<file path="config.mk">
export PLATFORM = sky130hd
export DESIGN_NAME = i2c_evt_stat_ctrl
export DESIGN_NICKNAME = d
export VERILOG_FILES = /design/src/rtl/i2c_evt_pkg.sv /design/src/rtl/evt_flag_bank.sv /design/src/rtl/evt_irq_ctrl.sv /design/src/rtl/evt_hold_ctrl.sv /design/src/rtl/i2c_evt_stat_ctrl.sv
export SDC_FILE = /design/constraint.sdc
export NUM_CORES = 1
export LEC_CHECK = 0
export ABC_AREA = 1
export BUFFER_PORTS_ARGS = -buffer_cell sky130_fd_sc_hd__buf_4
export CORE_ASPECT_RATIO = 1.5
export CORE_MARGIN = 2
export CORE_UTILIZATION = 30
export DETAILED_ROUTE_END_ITERATION = 16
export PLACE_DENSITY = 0.7
export SLEW_MARGIN = 10
export SYNTH_ARGS = -nofsm -noshare
export SYNTH_HDL_FRONTEND = slang
export SYNTH_SLANG_ARGS = --single-unit
</file>
<file path="constraint.sdc">
create_clock -name clk -period 1.3 [get_ports clk]
set_input_delay 0.065 -clock clk [delete_from_list [all_inputs] [get_ports clk]]
set_output_delay 0.065 -clock clk [all_outputs]
set_load 0.02 [all_outputs]
</file>
<file path="src/rtl/i2c_evt_pkg.sv">
package i2c_evt_pkg;
  localparam int REG_W = 8;
  localparam int N_EVT = 9;

  localparam int EV_SB    = 0;
  localparam int EV_ADSL  = 1;
  localparam int EV_BTF   = 2;
  localparam int EV_HDR   = 3;
  localparam int EV_ADDTX = 4;
  localparam int EV_NACK  = 5;
  localparam int EV_STOP  = 6;
  localparam int EV_ARB   = 7;
  localparam int EV_BERR  = 8;

  localparam logic [N_EVT-1:0] GRP1_MASK = 9'b0_0000_1111;
  localparam logic [N_EVT-1:0] GRP2_MASK = 9'b1_1111_0000;
  localparam logic [N_EVT-1:0] HOLD_MASK = 9'b0_0001_1111;
  localparam logic [N_EVT-1:0] BTF_BIT   = 9'b0_0000_0100;

  function automatic logic [REG_W-1:0] pack_sr1(input logic evf, input logic [N_EVT-1:0] f,
                                               input logic tra, input logic busy, input logic mst);
    pack_sr1 = {evf, f[EV_HDR], tra, busy, f[EV_BTF], f[EV_ADSL], mst, f[EV_SB]};
  endfunction

  function automatic logic [REG_W-1:0] pack_sr2(input logic [N_EVT-1:0] f);
    pack_sr2 = {3'b000, f[EV_BERR], f[EV_ARB], f[EV_STOP], f[EV_NACK], f[EV_ADDTX]};
  endfunction

  function automatic logic need_hold(input logic [N_EVT-1:0] f, input logic dma_en,
                                     input logic dma_done);
    need_hold = (|(f & HOLD_MASK)) | (dma_en & ~dma_done);
  endfunction

  function automatic logic need_suspend(input logic [N_EVT-1:0] f, input logic dma_en);
    need_suspend = (|(f & ~BTF_BIT)) | (f[EV_BTF] & ~dma_en);
  endfunction
endpackage

</file>
<file path="src/rtl/evt_flag_bank.sv">
module evt_flag_bank #(
  parameter int N = i2c_evt_pkg::N_EVT
) (
  input  logic         clk,
  input  logic         rst_n,
  input  logic         pe_i,
  input  logic [N-1:0] set_i,
  input  logic [N-1:0] clr_i,
  output logic [N-1:0] q_o,
  output logic [N-1:0] nxt_o
);
  logic [N-1:0] q;

  for (genvar i = 0; i < N; i++) begin : g_bit
    // a set racing a clearing read is swallowed
    assign nxt_o[i] = pe_i & (q[i] | set_i[i]) & ~clr_i[i];

    always_ff @(posedge clk) begin
      if (!rst_n) q[i] <= 1'b0;
      else        q[i] <= nxt_o[i];
    end

    AST_FLAG_STICKY: assert property (@(posedge clk) disable iff (!rst_n)
      (pe_i && q[i] && !clr_i[i]) |=> q[i]);
    AST_FLAG_RACE_LOST: assert property (@(posedge clk) disable iff (!rst_n)
      (set_i[i] && clr_i[i] && !q[i]) |=> !q[i]);
  end

  assign q_o = q;

  AST_FLAG_DISABLE: assert property (@(posedge clk) disable iff (!rst_n)
    !pe_i |=> (q == '0));
endmodule

</file>
<file path="src/rtl/evt_irq_ctrl.sv">
module evt_irq_ctrl (
  input  logic clk,
  input  logic rst_n,
  input  logic pe_i,
  input  logic ie_wr_i,
  input  logic ie_wdata_i,
  input  logic evf_nxt_i,
  output logic ie_o,
  output logic irq_o
);
  logic ie_q, irq_q, ie_nxt;

  assign ie_nxt = pe_i & (ie_wr_i ? ie_wdata_i : ie_q);

  always_ff @(posedge clk) begin
    if (!rst_n) begin
      ie_q  <= 1'b0;
      irq_q <= 1'b0;
    end else begin
      ie_q  <= ie_nxt;
      irq_q <= ie_nxt & evf_nxt_i;
    end
  end

  assign ie_o  = ie_q;
  assign irq_o = irq_q;

  AST_IE_FORCED_OFF: assert property (@(posedge clk) disable iff (!rst_n)
    !pe_i |=> (!ie_o && !irq_o));
  AST_IE_LOAD: assert property (@(posedge clk) disable iff (!rst_n)
    (pe_i && ie_wr_i) |=> (ie_o == $past(ie_wdata_i)));
endmodule

</file>
<file path="src/rtl/evt_hold_ctrl.sv">
module evt_hold_ctrl #(
  parameter int N = i2c_evt_pkg::N_EVT
) (
  input  logic         clk,
  input  logic         rst_n,
  input  logic [N-1:0] flags_i,
  input  logic         dma_en_i,
  input  logic         dma_done_i,
  output logic         stretch_o,
  output logic         suspend_o
);
  import i2c_evt_pkg::*;

  logic stretch_q, suspend_q;

  always_ff @(posedge clk) begin
    if (!rst_n) begin
      stretch_q <= 1'b0;
      suspend_q <= 1'b0;
    end else begin
      stretch_q <= need_hold(flags_i, dma_en_i, dma_done_i);
      suspend_q <= need_suspend(flags_i, dma_en_i);
    end
  end

  assign stretch_o = stretch_q;
  assign suspend_o = suspend_q;

  AST_STRETCH_DMA: assert property (@(posedge clk) disable iff (!rst_n)
    (dma_en_i && !dma_done_i) |=> stretch_o);
  AST_STRETCH_START: assert property (@(posedge clk) disable iff (!rst_n)
    flags_i[EV_SB] |=> stretch_o);
  AST_SUSPEND_BTF_DMA: assert property (@(posedge clk) disable iff (!rst_n)
    ((flags_i == BTF_BIT) && dma_en_i) |=> !suspend_o);
  AST_SUSPEND_QUIET: assert property (@(posedge clk) disable iff (!rst_n)
    (flags_i == '0) |=> !suspend_o);
endmodule

</file>
<file path="src/rtl/i2c_evt_stat_ctrl.sv">
module i2c_evt_stat_ctrl
  import i2c_evt_pkg::*;
(
  input  logic             clk,
  input  logic             rst_n,
  input  logic             pe_i,
  input  logic             ack_en_i,
  input  logic             ie_wr_i,
  input  logic             ie_wdata_i,
  input  logic             dma_en_i,
  input  logic             dma_done_i,
  input  logic [N_EVT-1:0] evt_i,
  input  logic             tra_i,
  input  logic             busy_i,
  input  logic             master_i,
  input  logic             rd_en_i,
  input  logic             rd_sel_i,
  output logic [REG_W-1:0] rd_data_o,
  output logic [REG_W-1:0] stat1_o,
  output logic [REG_W-1:0] stat2_o,
  output logic             ie_o,
  output logic             irq_o,
  output logic             stretch_o,
  output logic             suspend_o
);
  logic [N_EVT-1:0] set_vec, clr_vec, flags_q, flags_nxt, view;
  logic             evf_q, evf_nxt;
  logic             tra_q, busy_q, mst_q;

  // address match only counts while acknowledging is enabled
  always_comb begin
    set_vec          = pe_i ? evt_i : '0;
    set_vec[EV_ADSL] = pe_i & ack_en_i & evt_i[EV_ADSL];
  end

  assign clr_vec = rd_en_i ? (rd_sel_i ? GRP2_MASK : GRP1_MASK) : '0;
  assign evf_nxt = |flags_nxt;

  evt_flag_bank #(.N(N_EVT)) u_flags (
    .clk   (clk),
    .rst_n (rst_n),
    .pe_i  (pe_i),
    .set_i (set_vec),
    .clr_i (clr_vec),
    .q_o   (flags_q),
    .nxt_o (flags_nxt)
  );

  evt_irq_ctrl u_irq (
    .clk        (clk),
    .rst_n      (rst_n),
    .pe_i       (pe_i),
    .ie_wr_i    (ie_wr_i),
    .ie_wdata_i (ie_wdata_i),
    .evf_nxt_i  (evf_nxt),
    .ie_o       (ie_o),
    .irq_o      (irq_o)
  );

  evt_hold_ctrl #(.N(N_EVT)) u_hold (
    .clk        (clk),
    .rst_n      (rst_n),
    .flags_i    (flags_q),
    .dma_en_i   (dma_en_i),
    .dma_done_i (dma_done_i),
    .stretch_o  (stretch_o),
    .suspend_o  (suspend_o)
  );

  always_ff @(posedge clk) begin
    if (!rst_n) begin
      evf_q  <= 1'b0;
      tra_q  <= 1'b0;
      busy_q <= 1'b0;
      mst_q  <= 1'b0;
    end else begin
      evf_q  <= evf_nxt;
      tra_q  <= tra_i;
      busy_q <= busy_i;
      mst_q  <= master_i;
    end
  end

  // read data shows strobes landing in the read cycle
  assign view = flags_q | set_vec;

  always_comb begin
    if (!rd_en_i)      rd_data_o = '0;
    else if (rd_sel_i) rd_data_o = pack_sr2(view);
    else               rd_data_o = pack_sr1(|view, view, tra_q, busy_q, mst_q);
  end

  assign stat1_o = pack_sr1(evf_q, flags_q, tra_q, busy_q, mst_q);
  assign stat2_o = pack_sr2(flags_q);

  AST_EVF_SUM: assert property (@(posedge clk) disable iff (!rst_n)
    evf_q == (|flags_q));
  AST_IRQ_EQ: assert property (@(posedge clk) disable iff (!rst_n)
    irq_o == (ie_o && stat1_o[7]));
  AST_ADSL_NEEDS_ACK: assert property (@(posedge clk) disable iff (!rst_n)
    (!ack_en_i && !flags_q[EV_ADSL]) |=> !flags_q[EV_ADSL]);
  AST_RD1_CLEARS: assert property (@(posedge clk) disable iff (!rst_n)
    (rd_en_i && !rd_sel_i) |=> (stat1_o[3:2] == 2'b00 && !stat1_o[0] && !stat1_o[6]));
  AST_RD2_CLEARS: assert property (@(posedge clk) disable iff (!rst_n)
    (rd_en_i && rd_sel_i) |=> (stat2_o == '0));
  AST_LIVE_KEPT: assert property (@(posedge clk) disable iff (!rst_n)
    rd_en_i |=> (stat1_o[5] == $past(tra_i) && stat1_o[4] == $past(busy_i)));
endmodule

</file>
==> impl_metrics.ini <==
[synth]
yosysTopAreaCell = dfxtp_1
ys.flop_type = dfxtp_1
syn_area_um2 = 919.6
yosysUniqueCellTypes = 23
avgSynthCellArea_um2 = 6.863
synth.most_common_cell = nand2_1
yosysWarnings = 0
synth_async_sr_flop_share_pct = 0
ys_top_cells_by_count = 29 x nand2_1, 24 x inv_1, 17 x dfxtp_1, 17 x nor2_1, 8 x nand2_2
synth_top_area_share_pct = 37.01
ys_seq_area_share_pct = 37.01
yosys_register_bits = 17
synth_edf_count = 0
synthCells = 134
yosys-top-cells-area = dfxtp_1 37%, nand2_1 12%, inv_1 9.8%

[clock_tree]
clk_pin_slew_ns = 0.08
cts_tree = done
clk_latency_ns = 0.26
cts_buffers = 3
cts.sinks = 17
cts-root-buf = clkbuf_8
clock_path_buffers = 2
htree_num_levels = 1

[routing]
wirelength_mm = 2.545
drc = 0
drt_pre_antenna_iters = 4
drtIter0Drc = 15
wl_per_cell_um = 10.97
vias = 973
vias_per_cell = 4.194
antenna_left = 0

[sta]
fin_skew_ns = 0.01014
setup_ws_ns = -0.01366
fin_setup_tns_ns = -0.01366
hold_violations = 0
fmax_ghz = 0.7612
min_period_ns = 1.314
finalCritPeriodShare_pct = 101.1
slew_violations = 0
rsz0062_at_grt = yes
finalSetupViolations = 1

[floorplan]
die_w_um = 49.21
rows = 24
coreArea_um2 = 2913
die_h_um = 71.81
pin_count = 50
start_util_pct = 31.57
die-area_um2 = 3533

[global_routing]
grt_antenna_before_repair = 0
grt_pass1_vias = 973
grt_max_degree = 15
overflow = 0
grt_usage_pct = 14.88
grt_first_pass_wirelength_mm = 4.050

[worst_setup_path]
cp.required_ns = 1.24
critPathSlowestCell = dfxtp_2
critPathCaptureType = output pin
path_class = reg -> out
critPathMaxFanout = 2
crit_arrival_ns = 1.25
worstSetupStartpointType = register
crit_chain = inv_2, nand2_2, nor2_2, nand3_1, nor3_2, nor2_1, buf_4
cpPeakStageDelay_ns = 0.33

[layout]
fin_util_pct = 50.26
diodes = 0
fin_nets = 216
drive_above_1_share_pct = 56.48
area_delta_synth_final_pct = 59.18
fin_area_um2 = 1464

[run_status]
violations = setup timing
status = complete, but fails checks

[placement]
dp_slack_ns = 0.1949
hpwlAfterDp_mm = 1.830
place_congestion = 0.8028
dpl_cell_area_um2 = 1254
port_buffers = 46

[run]
cap_violations = 0

[power_and_ir_drop]
power_density_nw_per_um2 = 913.8
p_leak_nw = 0.7944
max-vdd-ir-drop_mv = 0.6859

[hold_path]
hold_path.class = in -> reg
[registers in the layout, summed over array words and instances, names as in the netlist]
name	count
u_irq.irq_o	1
mst_q	1
evf_q	1
u_flags.q_o	9
u_irq.ie_o	1
u_hold.stretch_o	1
u_hold.suspend_o	1
tra_q	1
busy_q	1
[logic make-up (layout without fill, tap and decap cells)]
group	count (synthesis)	in the layout	synth area share, %
simple gates	71	71	37.96
buf+inv	37	94	18.77
compound gates	7	7	4.762
flops	17	17	37.01
mux	1	1	1.088
other cells	1	3	0.4078
[worst max-delay path, delay by kind of cell (launching register included)]
family | cells | cell delay [ns]
buf+inv | 2 | 0.19
flops | 1 | 0.33
simple gates | 5 | 0.45
[routing by layer]
| metal | share of wire [%] | track usage [%] | wire (µm) | up-vias |
|---|---|---|---|---|
| li1 | - | - | - | 508 |
| met1 | 39 | 15.56 | 981 | 435 |
| met2 | 56 | 27.18 | 1431 | 26 |
| met3 | 3.6 | 3.125 | 91 | 4 |
| met4 | 1.6 | 8.254 | 40 | 0 |
| met5 | 0 | 0 | 0 | - |
[power by group]
group | internal [mW] | leakage (nW) | switching [mW]
Sequential | 0.546 | 0.143 | 0.0113
Combinational | 0.163 | 0.630 | 0.198
Clock | 0.216 | 0.0217 | 0.203
[area by class of cell]
type / instances / area [µm²]
well taps: 39 / 48.80
repair buffers: 62 / 476.7
flip-flops and latches: 17 / 350.3
inverters: 28 / 105.1
fillers: 297 / 1449
clock inverters: 1 / 7.507
multi-input cells: 82 / 434.2
clock buffers: 3 / 41.29
[timing repair]
item,in CTS,in global routing
hold buffers,3,0
gates cloned,0,0
resized for setup,18,8
endpoints found under the setup margin,1,2
endpoints found under the hold margin,3,0
setup buffers,14,0
pin swaps,9,7
[cells in the final DEF (no fill, tap or decap)]
cell type | synthesis | layout
buf_4 | 7 | 58
nand2_1 | 29 | 24
nor2_1 | 17 | 16
inv_1 | 24 | 14
inv_2 | 4 | 14
nand2_2 | 8 | 13
dfxtp_1 | 17 | 9
dfxtp_2 | 0 | 8
nand3_2 | 5 | 5
nor3_1 | 5 | 4
conb_1 | 1 | 3
clkbuf_8 | 0 | 3
dlygate4sd3_1 | 0 | 3
o21ai_0 | 2 | 2
o22ai_1 | 2 | 2
nand3_1 | 2 | 2
nor2_2 | 1 | 2
nand4_1 | 2 | 2
nand2_4 | 1 | 1
nor2_4 | 1 | 1
nor3_2 | 0 | 1
mux2i_1 | 1 | 1
a211oi_1 | 1 | 1
a21oi_1 | 1 | 1
a21oi_2 | 1 | 1
clkinvlp_4 | 0 | 1
buf_6 | 1 | 1
[path summary, 6_finish.rpt]
kind	from	end	slack [ns]	cells after the start
worst max-delay path	u_flags.q_o[6]$_SDFF_PN0_	rd_data_o[7]	-0.01	7
worst min-delay path	rst_n	tra_q$_SDFF_PN0_	0.03	3
worst max register to register	u_flags.q_o[3]$_SDFF_PN0_	u_hold.suspend_o$_SDFF_PN0_	0.12	7
worst min register to register	u_flags.q_o[2]$_SDFF_PN0_	u_hold.stretch_o$_SDFF_PN0_	0.52	2
[stage by stage]
step	total power, mW	cells	hold slack [ns]
3_3_place_gp	0.8828	212	0.2510
2_1_floorplan	0.7636	136	0.1585
5_1_grt	1.394	232	0.03597
3_5_place_dp	0.8842	212	0.2504
6_report	1.338	232	0.02585
4_1_cts	1.332	233	0.02702
No activity file was read; power rests on OpenSTA's default activity.
